File: config.mk
export PLATFORM = sky130hd
export DESIGN_NAME = pinfn_ctrl
export DESIGN_NICKNAME = d
export VERILOG_FILES = /design/src/rtl/pinfn_pkg.sv /design/src/rtl/pinfn_sync.sv /design/src/rtl/pinfn_protect.sv /design/src/rtl/pinfn_port.sv /design/src/rtl/pinfn_ctrl.sv
export SDC_FILE = /design/constraint.sdc
export NUM_CORES = 1
export LEC_CHECK = 0
export ABC_AREA = 1
export BUFFER_PORTS_ARGS = -buffer_cell sky130_fd_sc_hd__buf_2
export CAP_MARGIN = 20
export CORE_ASPECT_RATIO = 1.2
export CORE_MARGIN = 2
export CORE_UTILIZATION = 50
export CTS_CLUSTER_SIZE = 14
export DETAILED_ROUTE_END_ITERATION = 7
export GPL_ROUTABILITY_DRIVEN = 0
export PLACE_DENSITY = 0.77
export SLEW_MARGIN = 25
export SYNTH_ARGS = -nofsm -noshare
export SYNTH_HDL_FRONTEND = slang
export SYNTH_SLANG_ARGS = --single-unit
File: constraint.sdc
create_clock -name clk_i -period 4.9 [get_ports clk_i]
set_clock_uncertainty 0.15 [all_clocks]
set_input_delay 0.98 -clock clk_i [delete_from_list [all_inputs] [get_ports clk_i]]
set_output_delay 0.98 -clock clk_i [all_outputs]
set_load 0.02 [all_outputs]
File: src/rtl/pinfn_pkg.sv
package pinfn_pkg;
  localparam int PINS      = 8;
  localparam int ADDR_W    = 12;
  localparam int DIR_BYTES = (2 * PINS) / 8;

  localparam logic [ADDR_W-1:0] PROT_ADDR = 12'h2FF;

  // 2'b01 is unused and treated like high-impedance
  typedef enum logic [1:0] {
    DIR_HIZ = 2'b00,
    DIR_IN  = 2'b10,
    DIR_OUT = 2'b11
  } dir_e;

  localparam logic [7:0] PROT_RESET = 8'h80;
endpackage

File: src/rtl/pinfn_sync.sv
module pinfn_sync #(
  parameter int W = 8
) (
  input  logic         clk_i,
  input  logic         rst_ni,
  input  logic [W-1:0] d_i,
  output logic [W-1:0] q_o
);
  logic [W-1:0] s1_q, s2_q;

  always_ff @(posedge clk_i or negedge rst_ni) begin
    if (!rst_ni) begin
      s1_q <= '0;
      s2_q <= '0;
    end else begin
      s1_q <= d_i;
      s2_q <= s1_q;
    end
  end

  assign q_o = s2_q;
endmodule

File: src/rtl/pinfn_protect.sv
module pinfn_protect
  import pinfn_pkg::*;
(
  input  logic       clk_i,
  input  logic       rst_ni,
  input  logic       wr_i,
  input  logic [1:0] wbits_i,   // {lock, enable} from write data bits 7:6
  output logic       en_o,
  output logic [7:0] rdata_o
);
  logic lock_q, en_q;

  always_ff @(posedge clk_i or negedge rst_ni) begin
    if (!rst_ni) begin
      lock_q <= PROT_RESET[7];
      en_q   <= PROT_RESET[6];
    end else if (wr_i) begin
      lock_q <= wbits_i[1];
      if (!lock_q) en_q <= wbits_i[0];
    end
  end

  assign en_o    = en_q;
  assign rdata_o = {lock_q, en_q, 6'b0};

  a_r7_lock_freezes_en: assert property (@(posedge clk_i) disable iff (!rst_ni)
    lock_q |=> $stable(en_q));

  a_r7_lock_writable: assert property (@(posedge clk_i) disable iff (!rst_ni)
    wr_i |=> (lock_q == $past(wbits_i[1])));
endmodule

File: src/rtl/pinfn_port.sv
module pinfn_port
  import pinfn_pkg::*;
(
  input  logic                 clk_i,
  input  logic                 rst_ni,
  input  logic [7:0]           wdata_i,
  input  logic [DIR_BYTES-1:0] dir_we_i,
  input  logic                 odr_we_i,
  input  logic                 mode_we_i,
  input  logic [PINS-1:0]      fn_we_i,
  input  logic [PINS-1:0]      pad_in_i,
  output logic [2*PINS-1:0]    dir_o,
  output logic [PINS-1:0]      odr_o,
  output logic [PINS-1:0]      mode_o,
  output logic [PINS-1:0]      idr_o,
  output logic [8*PINS-1:0]    fn_o,
  output logic [PINS-1:0]      pad_oe_o
);
  logic [2*PINS-1:0] dir_q;
  logic [PINS-1:0]   odr_q, mode_q;
  logic [7:0]        fn_q [PINS];

  always_ff @(posedge clk_i or negedge rst_ni) begin
    if (!rst_ni) begin
      dir_q  <= '0;
      odr_q  <= '0;
      mode_q <= '0;
      for (int i = 0; i < PINS; i++) fn_q[i] <= '0;
    end else begin
      for (int b = 0; b < DIR_BYTES; b++)
        if (dir_we_i[b]) dir_q[8*b +: 8] <= wdata_i;
      if (odr_we_i)  odr_q  <= wdata_i[PINS-1:0];
      if (mode_we_i) mode_q <= wdata_i[PINS-1:0];
      for (int i = 0; i < PINS; i++)
        if (fn_we_i[i]) fn_q[i] <= wdata_i;
    end
  end

  pinfn_sync #(.W(PINS)) u_sync (
    .clk_i (clk_i),
    .rst_ni(rst_ni),
    .d_i   (pad_in_i),
    .q_o   (idr_o)
  );

  for (genvar i = 0; i < PINS; i++) begin : g_pin
    assign pad_oe_o[i]      = ~mode_q[i] & (dir_q[2*i +: 2] == DIR_OUT);
    assign fn_o[8*i +: 8]   = fn_q[i];
  end

  assign dir_o  = dir_q;
  assign odr_o  = odr_q;
  assign mode_o = mode_q;

  // cycles since reset, for the synchronizer latency check
  logic [1:0] age_q;
  always_ff @(posedge clk_i or negedge rst_ni) begin
    if (!rst_ni)           age_q <= '0;
    else if (age_q != 2'd3) age_q <= age_q + 2'd1;
  end

  a_r5_sync_latency: assert property (@(posedge clk_i) disable iff (!rst_ni)
    (age_q >= 2'd2) |-> (idr_o == $past(pad_in_i, 2)));

  a_r3_oe_rise_needs_write: assert property (@(posedge clk_i) disable iff (!rst_ni)
    ((pad_oe_o & ~$past(pad_oe_o)) != '0) |-> $past((|dir_we_i) | mode_we_i));
endmodule

File: src/rtl/pinfn_ctrl.sv
module pinfn_ctrl
  import pinfn_pkg::*;
#(
  parameter int NUM_PORTS = 4   // 1..31
) (
  input  logic                        clk_i,
  input  logic                        rst_ni,
  input  logic [ADDR_W-1:0]           addr_i,
  input  logic [7:0]                  wdata_i,
  input  logic                        we_i,
  input  logic                        re_i,
  output logic [7:0]                  rdata_o,
  input  logic [NUM_PORTS*PINS-1:0]   pad_in_i,
  output logic [NUM_PORTS*PINS-1:0]   pad_out_o,
  output logic [NUM_PORTS*PINS-1:0]   pad_oe_o,
  output logic [NUM_PORTS*PINS-1:0]   periph_mode_o,
  output logic [NUM_PORTS*PINS*8-1:0] psel_o
);
  localparam int FN_W = PINS * 8;

  logic is_dir, is_odr, is_idr, is_mode, is_fn, is_prot;
  always_comb begin
    is_dir  = (addr_i[11:6] == 6'h00);
    is_odr  = (addr_i[11:5] == 7'h02);
    is_idr  = (addr_i[11:5] == 7'h03);
    is_mode = (addr_i[11:5] == 7'h04);
    is_prot = (addr_i == PROT_ADDR);
    is_fn   = (addr_i[11:8] == 4'h2) && !is_prot;
  end

  logic       prot_en;
  logic [7:0] prot_rd;

  pinfn_protect u_prot (
    .clk_i  (clk_i),
    .rst_ni (rst_ni),
    .wr_i   (we_i & is_prot),
    .wbits_i(wdata_i[7:6]),
    .en_o   (prot_en),
    .rdata_o(prot_rd)
  );

  logic [2*PINS-1:0] dir_arr  [NUM_PORTS];
  logic [PINS-1:0]   odr_arr  [NUM_PORTS];
  logic [PINS-1:0]   mode_arr [NUM_PORTS];
  logic [PINS-1:0]   idr_arr  [NUM_PORTS];
  logic [FN_W-1:0]   fn_arr   [NUM_PORTS];

  for (genvar p = 0; p < NUM_PORTS; p++) begin : g_port
    logic [DIR_BYTES-1:0] dir_we;
    logic [PINS-1:0]      fn_we;
    logic                 dir_hit, fn_hit;

    assign dir_hit = we_i & is_dir & (addr_i[5:1] == 5'(p));
    assign fn_hit  = we_i & is_fn & prot_en & (addr_i[7:3] == 5'(p));
    assign dir_we  = {dir_hit & addr_i[0], dir_hit & ~addr_i[0]};
    assign fn_we   = fn_hit ? (PINS'(1) << addr_i[2:0]) : '0;

    pinfn_port u_port (
      .clk_i    (clk_i),
      .rst_ni   (rst_ni),
      .wdata_i  (wdata_i),
      .dir_we_i (dir_we),
      .odr_we_i (we_i & is_odr & (addr_i[4:0] == 5'(p))),
      .mode_we_i(we_i & is_mode & (addr_i[4:0] == 5'(p))),
      .fn_we_i  (fn_we),
      .pad_in_i (pad_in_i[p*PINS +: PINS]),
      .dir_o    (dir_arr[p]),
      .odr_o    (odr_arr[p]),
      .mode_o   (mode_arr[p]),
      .idr_o    (idr_arr[p]),
      .fn_o     (fn_arr[p]),
      .pad_oe_o (pad_oe_o[p*PINS +: PINS])
    );

    assign pad_out_o[p*PINS +: PINS]     = odr_arr[p];
    assign periph_mode_o[p*PINS +: PINS] = mode_arr[p];
    assign psel_o[p*FN_W +: FN_W]        = fn_arr[p];
  end

  logic [7:0] rd_mux;
  logic       rd_hit;
  always_comb begin
    rd_mux = '0;
    rd_hit = is_prot;
    if (is_prot) rd_mux = prot_rd;
    for (int p = 0; p < NUM_PORTS; p++) begin
      if (is_dir && addr_i[5:1] == 5'(p)) begin
        rd_mux = addr_i[0] ? dir_arr[p][15:8] : dir_arr[p][7:0];
        rd_hit = 1'b1;
      end
      if (is_odr && addr_i[4:0] == 5'(p)) begin
        rd_mux = odr_arr[p];
        rd_hit = 1'b1;
      end
      if (is_idr && addr_i[4:0] == 5'(p)) begin
        rd_mux = idr_arr[p];
        rd_hit = 1'b1;
      end
      if (is_mode && addr_i[4:0] == 5'(p)) begin
        rd_mux = mode_arr[p];
        rd_hit = 1'b1;
      end
      if (is_fn && addr_i[7:3] == 5'(p)) begin
        rd_mux = fn_arr[p][8*addr_i[2:0] +: 8];
        rd_hit = 1'b1;
      end
    end
  end

  logic [7:0] rdata_q;
  always_ff @(posedge clk_i or negedge rst_ni) begin
    if (!rst_ni)   rdata_q <= '0;
    else if (re_i) rdata_q <= rd_mux;
    else           rdata_q <= '0;
  end
  assign rdata_o = rdata_q;

  a_r8_fn_locked: assert property (@(posedge clk_i) disable iff (!rst_ni)
    !prot_en |=> $stable(psel_o));

  a_r10_idle_zero: assert property (@(posedge clk_i) disable iff (!rst_ni)
    !re_i |=> (rdata_o == 8'h00));

  a_r10_unmapped_zero: assert property (@(posedge clk_i) disable iff (!rst_ni)
    (re_i && !rd_hit) |=> (rdata_o == 8'h00));

  a_r6_periph_no_oe: assert property (@(posedge clk_i) disable iff (!rst_ni)
    (pad_oe_o & periph_mode_o) == '0);
endmodule

After elaboration in Yosys (flattened, before gate mapping) --
Index checks and enable logic that the tools add are counted.
Operators by class: equality and inequality tests 46, bitwise logic cells 96, $mul 0, shift-type cells 5, reductions and logical operators 27, muxes and demuxes 30, order comparisons 0, add/sub/neg operators 0, div/mod/pow operators 0
Operators by type and width (number):
- variable part select 64 x 7 -> 8 bit | 4
- 2-to-1 mux 8 bit | 30
- == test 2 bit (second input constant) | 32
- bitwise AND 1 bit | 62
- NOT 1 bit | 34
- == test 5 x 2 -> 1 bit (second input constant) | 6
- logical AND 1 bit | 21
- == test 5 x 1 -> 1 bit (second input constant) | 3
- zero test 5 bit | 3
- == test 7 x 2 -> 1 bit (second input constant) | 2
- == test 12 x 10 -> 1 bit (second input constant) | 1
- left shift 1 x 3 -> 8 bit (first input constant) | 1
- == test 7 x 3 -> 1 bit (second input constant) | 1
- zero test 6 bit | 1
- == test 4 x 2 -> 1 bit (second input constant) | 1
- AND reduction 2 bit | 1
- zero test 1 bit | 1
Word-level totals: latch bits 0, output and inout bits 360, memory bits (read-only) 0, bits in writable memories 0, memories 0, word-level logic and storage cells 263, flip-flop bits (word level) 458, input bits 56

Logic depth before layout (Yosys ltp) --
word-level depth 23, mapped depth 20

By module --
From an unflattened synthesis, not the netlist that was laid out.
Second synthesis, totals: cell total of the unflattened synthesis 2659, area total of the unflattened synthesis 21361.7 um^2
Modules (own cells, without submodules):
- pinfn_port | area each 3783.6 um^2, instances 4, cells an instance 432
- pinfn_ctrl | area each 4481.8 um^2, instances 1, cells an instance 849
- pinfn_sync | area each 400.4 um^2, instances 4, cells an instance 16
- pinfn_protect | area each 143.9 um^2, instances 1, cells an instance 18

Worst setup path after synthesis --
Ideal clock, no wire load.
path type input to register, start point input addr_i[11], end point register rdata_q[5] (netlist: rdata_o[5]), setup time 0.125 ns, data required time 4.625 ns, stages 15, arrival time 2.565 ns, setup slack 2.060 ns, buffers on the path 1, cells stage by stage nor2_1 > nand3_1 > inv_1 > nand2_8 > nor4_4 > inv_2 > buf_2 > o31ai_1 > inv_2 > nand2_1 > nand4_1 > o21bai_1 > nand4_1 > nor2_1 > nor2_1
Between the ends: longest elaborated chain between the ends 23
Ends and longest elaborated chain:
- start, declared | line pinfn_ctrl.sv:8 | input logic [ADDR_W-1:0] addr_i,
- zero test 6 bit | line pinfn_ctrl.sv:23 | is_dir = (addr_i[11:6] == 6'h00);
- logical AND 1 bit | line pinfn_ctrl.sv:88 | if (is_dir && addr_i[5:1] == 5'(p)) begin
- 2-to-1 mux 8 bit | line pinfn_ctrl.sv:88
- 2-to-1 mux 8 bit | line pinfn_ctrl.sv:92 | if (is_odr && addr_i[4:0] == 5'(p)) begin
- 2-to-1 mux 8 bit | line pinfn_ctrl.sv:96 | if (is_idr && addr_i[4:0] == 5'(p)) begin
- 2-to-1 mux 8 bit | line pinfn_ctrl.sv:100 | if (is_mode && addr_i[4:0] == 5'(p)) begin
- 2-to-1 mux 8 bit | line pinfn_ctrl.sv:104 | if (is_fn && addr_i[7:3] == 5'(p)) begin
- 2-to-1 mux 8 bit | line pinfn_ctrl.sv:88
- (+7 left out)
- 2-to-1 mux 8 bit | line pinfn_ctrl.sv:100
- 2-to-1 mux 8 bit | line pinfn_ctrl.sv:104
- 2-to-1 mux 8 bit | line pinfn_ctrl.sv:88
- 2-to-1 mux 8 bit | line pinfn_ctrl.sv:92
- 2-to-1 mux 8 bit | line pinfn_ctrl.sv:96
- 2-to-1 mux 8 bit | line pinfn_ctrl.sv:100
- 2-to-1 mux 8 bit * | line pinfn_ctrl.sv:104
- 2-to-1 mux 8 bit * | line pinfn_ctrl.sv:114 | else if (re_i) rdata_q <= rd_mux;
- end signal, assigned | line pinfn_ctrl.sv:114
- end, declared | line pinfn_ctrl.sv:111 | logic [7:0] rdata_q;
Mark *: on every way between the ends. The rest lies on a longest branch, timed or not. A chain may end at the register's enable or synchronous reset.

Worst setup path after layout --
start point input addr_i[7], end point register rdata_q[0] (netlist: rdata_o[0])
The elaborated chain is that of the path after synthesis.

==> impl_results.rst <==
.. list-table::
   :header-rows: 1

   * - Metric
     - Value
   * - Type of the tightest min-delay check
     - in -> async
   * - Number of buffers added by the clock tree synthesis step
     - 45
   * - Number of buffers inserted by hold repair at cts
     - 0
   * - Resized Gates After CTS
     - 0
   * - Number of buffers on the longest clock path
     - 3
   * - Unrepaired setup endpoints after global routing
     - no
   * - Post-placement setup slack
     - 1.009 ns
   * - Overflow after GRT
     - 0
   * - Yosys warning count
     - 0
   * - Gate count after technology mapping
     - 2217
   * - Initial core utilization
     - 0.5042
   * - Largest net degree at the start of global routing
     - around 130
   * - Most frequent cell after synthesis
     - sky130_fd_sc_hd__nand2_1
   * - Global-route wire length before repair
     - 107800 microns
   * - Post-route DRC violation count
     - 0
   * - Proportion of layout cells with a drive suffix above 1
     - 0.2155
   * - Nature of the critical path startpoint
     - primary input
   * - Headroom to the max-slew limit
     - 0.2671
   * - Setup tns final
     - 0 ns
   * - Type of the worst setup path
     - in -> reg
   * - Number of enable flip-flop cells after synthesis
     - 0
   * - Area fraction of the dominant cell type after synthesis
     - 0.5869
   * - Measured slew at the worst slew-check pin
     - ~1.1 ns
   * - Worst hold slack
     - 0.1919 ns
   * - # H-tree levels
     - 2
   * - Placed wire-length estimate
     - between 50000 and 60000 microns
   * - Crit. End Element
     - register
   * - Wirelength, routed
     - 73490 microns
   * - Async set or reset register ratio after synthesis
     - 1.000
   * - PD cells
     - roughly 340 nW/um^2
   * - Netlist Area Pre-Place
     - 19490 sq um
   * - Main area contributors after synthesis
     - sky130_fd_sc_hd__dfrtp_1, sky130_fd_sc_hd__nand2_1, sky130_fd_sc_hd__o21ai_0
   * - Via count of the first global-routing pass
     - 17710
   * - Net count of the finished layout
     - 2628
   * - Vertical die dimension
     - roughly 220 microns
   * - Number of top-level pins
     - 416
   * - Slowest cell on crit path
     - sky130_fd_sc_hd__nor2_1
   * - First-pass detailed-route iteration total
     - 6
   * - Cells along the critical path
     - buf_2 > nor2_1 > nand2_1 > nor2_1 > nand2_1 > nand2_1 > inv_1 > nand2_1 > nand3_1 > nor2_1 > nand3_1 > nand2_1 > nand4_1 > o21ai_1 > nand4_1 > nor2_1 > nor2_1
   * - Register bit total from synthesis
     - 458
   * - Row count
     - 79
   * - Number of pins with negative max-slew slack in the final report
     - 0
   * - Chip Width
     - between 150 and 200 microns
   * - Buffers added on ports
     - 415
   * - CTS tree
     - done
   * - Core footprint
     - ~39000 sq um
   * - Routed WL per cell
     - 23.48 microns
   * - Min cycle time layout
     - 3.626 ns
   * - Setup-violating endpoint count in the final report
     - 0
   * - Final count of hold timing violations
     - 0
   * - WP data arrival
     - 3.90 ns
   * - Clock latency reported for the late side of the worst-skew pair
     - 0.57 ns
   * - Final Worst Setup Slack
     - around 1.3 ns
   * - GRT Util Overall
     - 0.3582
   * - Yosys top cell by area
     - sky130_fd_sc_hd__dfrtp_1
   * - Sequential fraction of the synthesis area
     - 0.5882
   * - Crit-path leading delay family
     - simple AND/OR/NAND/NOR gates
   * - Period Utilization, post-route
     - 0.7401
   * - Post-synthesis net count
     - 2273
   * - Worst path buffer plus inverter count
     - 2
   * - Final cell area excluding filler cells
     - ~24000 sq um
   * - Data required time at the worst endpoint
     - around 5.2 ns
   * - LEAKAGE
     - roughly 12 nW
   * - Initial drt markers
     - 2047
   * - Root buf cell
     - sky130_fd_sc_hd__clkbuf_16
   * - Commonest cells in the synthesized netlist
     - sky130_fd_sc_hd__nand2_1, sky130_fd_sc_hd__dfrtp_1, sky130_fd_sc_hd__o21ai_0
   * - Total via count in the routed design
     - roughly 19000
   * - Vias per cell
     - 5.962
   * - Synth-to-layout area growth
     - 20.80%
   * - Unique cell type count in the Yosys netlist
     - 36
   * - Commonest register cell after synthesis
     - sky130_fd_sc_hd__dfrtp_1
   * - Max Cap Violations
     - 0
   * - Number of nets still failing antenna checks after routing
     - 0
   * - Average cell area after synthesis
     - 8.789 sq um
   * - Buffer count from post-CTS setup fixing
     - 0
   * - Maximum vdd drop
     - 257.2 uV
   * - Antenna violations before repair
     - 2
   * - Worst-case register-to-register setup slack
     - 2.33 ns
   * - Critical Path Fanout Max
     - 11
   * - Clk sinks
     - approximately 460
   * - Run status
     - completed
   * - Largest stage delay on the critical path
     - 0.68 ns
   * - Achievable clock frequency
     - 0.2758 GHz
   * - Filler instances
     - 3255
   * - Area of the die
     - roughly 40000 sq um
   * - Post-placement cell area
     - 21940 sq um
   * - Clock Pin Slew Worst Setup and Hold Paths
     - approximately 0.070 ns
## path summary, 6_finish.rpt
| kind | start | end | cells past startpoint |
|---|---|---|---|
| max in group asynchronous | rst_ni | g_port[1].u_port.fn_o[61] | 3 |
| min | rst_ni | g_port[2].u_port.fn_o[14] | 1 |
| max | addr_i[7] | rdata_o[0] | 17 |
| min in group clk_i | g_port[0].u_port.u_sync.s1_q[7] | g_port[0].u_port.u_sync.q_o[7] | 0 |
| max reg2reg | g_port[0].u_port.fn_o[48] | rdata_o[0] | 16 |
| min reg2reg | g_port[0].u_port.u_sync.s1_q[7] | g_port[0].u_port.u_sync.q_o[7] | 0 |
## final cells by class
type                            count  area, sq um  area share
Sequential cell                   458        11460      0.4869
Timing Repair Buffer              446         2377      0.1010
Multi-Input combinational cell   1528         7117      0.3023
Antenna cell                        1        2.502   0.0001063
Inverter                           93        351.6     0.01494
Clock inverter                     16        267.8     0.01138
Tap cell                          526        658.1     0.02796
Clock buffer                       62         1303     0.05533
## flip-flops by register name (all words and copies together), names as in the netlist
name,cells
g_port.u_port.u_sync.q_o,32
u_prot.en_o,1
u_prot.lock_q,1
g_port.u_port.u_sync.s1_q,32
g_port.u_port.odr_o,32
g_port.u_port.fn_o,256
g_port.u_port.dir_o,64
rdata_o,8
g_port.u_port.mode_o,32
## where the power goes
group	internal, mW	switching (mW)	leakage, nW
combinational	0.0938	0.329	4.99
clock	2.22	1.49	0.766
sequential	3.81	0.0188	6.25
## cells in the final DEF, fill, tap and decap left out, types with 15 or more instances in the layout
cell / instances
sky130_fd_sc_hd__inv_1: 81
sky130_fd_sc_hd__o21ai_0: 404
sky130_fd_sc_hd__o211ai_1: 24
sky130_fd_sc_hd__nand2_1: 631
sky130_fd_sc_hd__o31ai_1: 15
sky130_fd_sc_hd__nor2_1: 161
sky130_fd_sc_hd__clkbuf_16: 47
sky130_fd_sc_hd__nand3_1: 62
sky130_fd_sc_hd__dfrtp_1: 457
sky130_fd_sc_hd__buf_4: 27
sky130_fd_sc_hd__o22ai_1: 100
sky130_fd_sc_hd__nand4_1: 20
sky130_fd_sc_hd__nor3_1: 43
sky130_fd_sc_hd__buf_2: 414
## stage by stage
stage	utilization	power, mW	instances
2_1_floorplan	-	4.075	2217
3_3_place_gp	0.5676	4.304	3050
3_5_place_dp	0.5676	4.309	3050
4_1_cts	0.6083	7.958	3128
5_1_grt	0.6090	8.169	3129
6_report	0.6091	7.968	3130
## layer usage
metal	routed length, microns	GRT usage
met2	33920	0.5733
met5	23	0
met4	5602	0.2352
met3	8426	0.09250
met1	25520	0.4315
## cell families after synthesis
kind of cell / after synthesis / synth area share
AND/OR/NAND/NOR: 960 / 0.2055
AO/OA/AOI/OAI: 568 / 0.1593
flip-flops: 458 / 0.5882
buffers and inverters: 231 / 0.04694
Power figures use the tool's default switching activity.
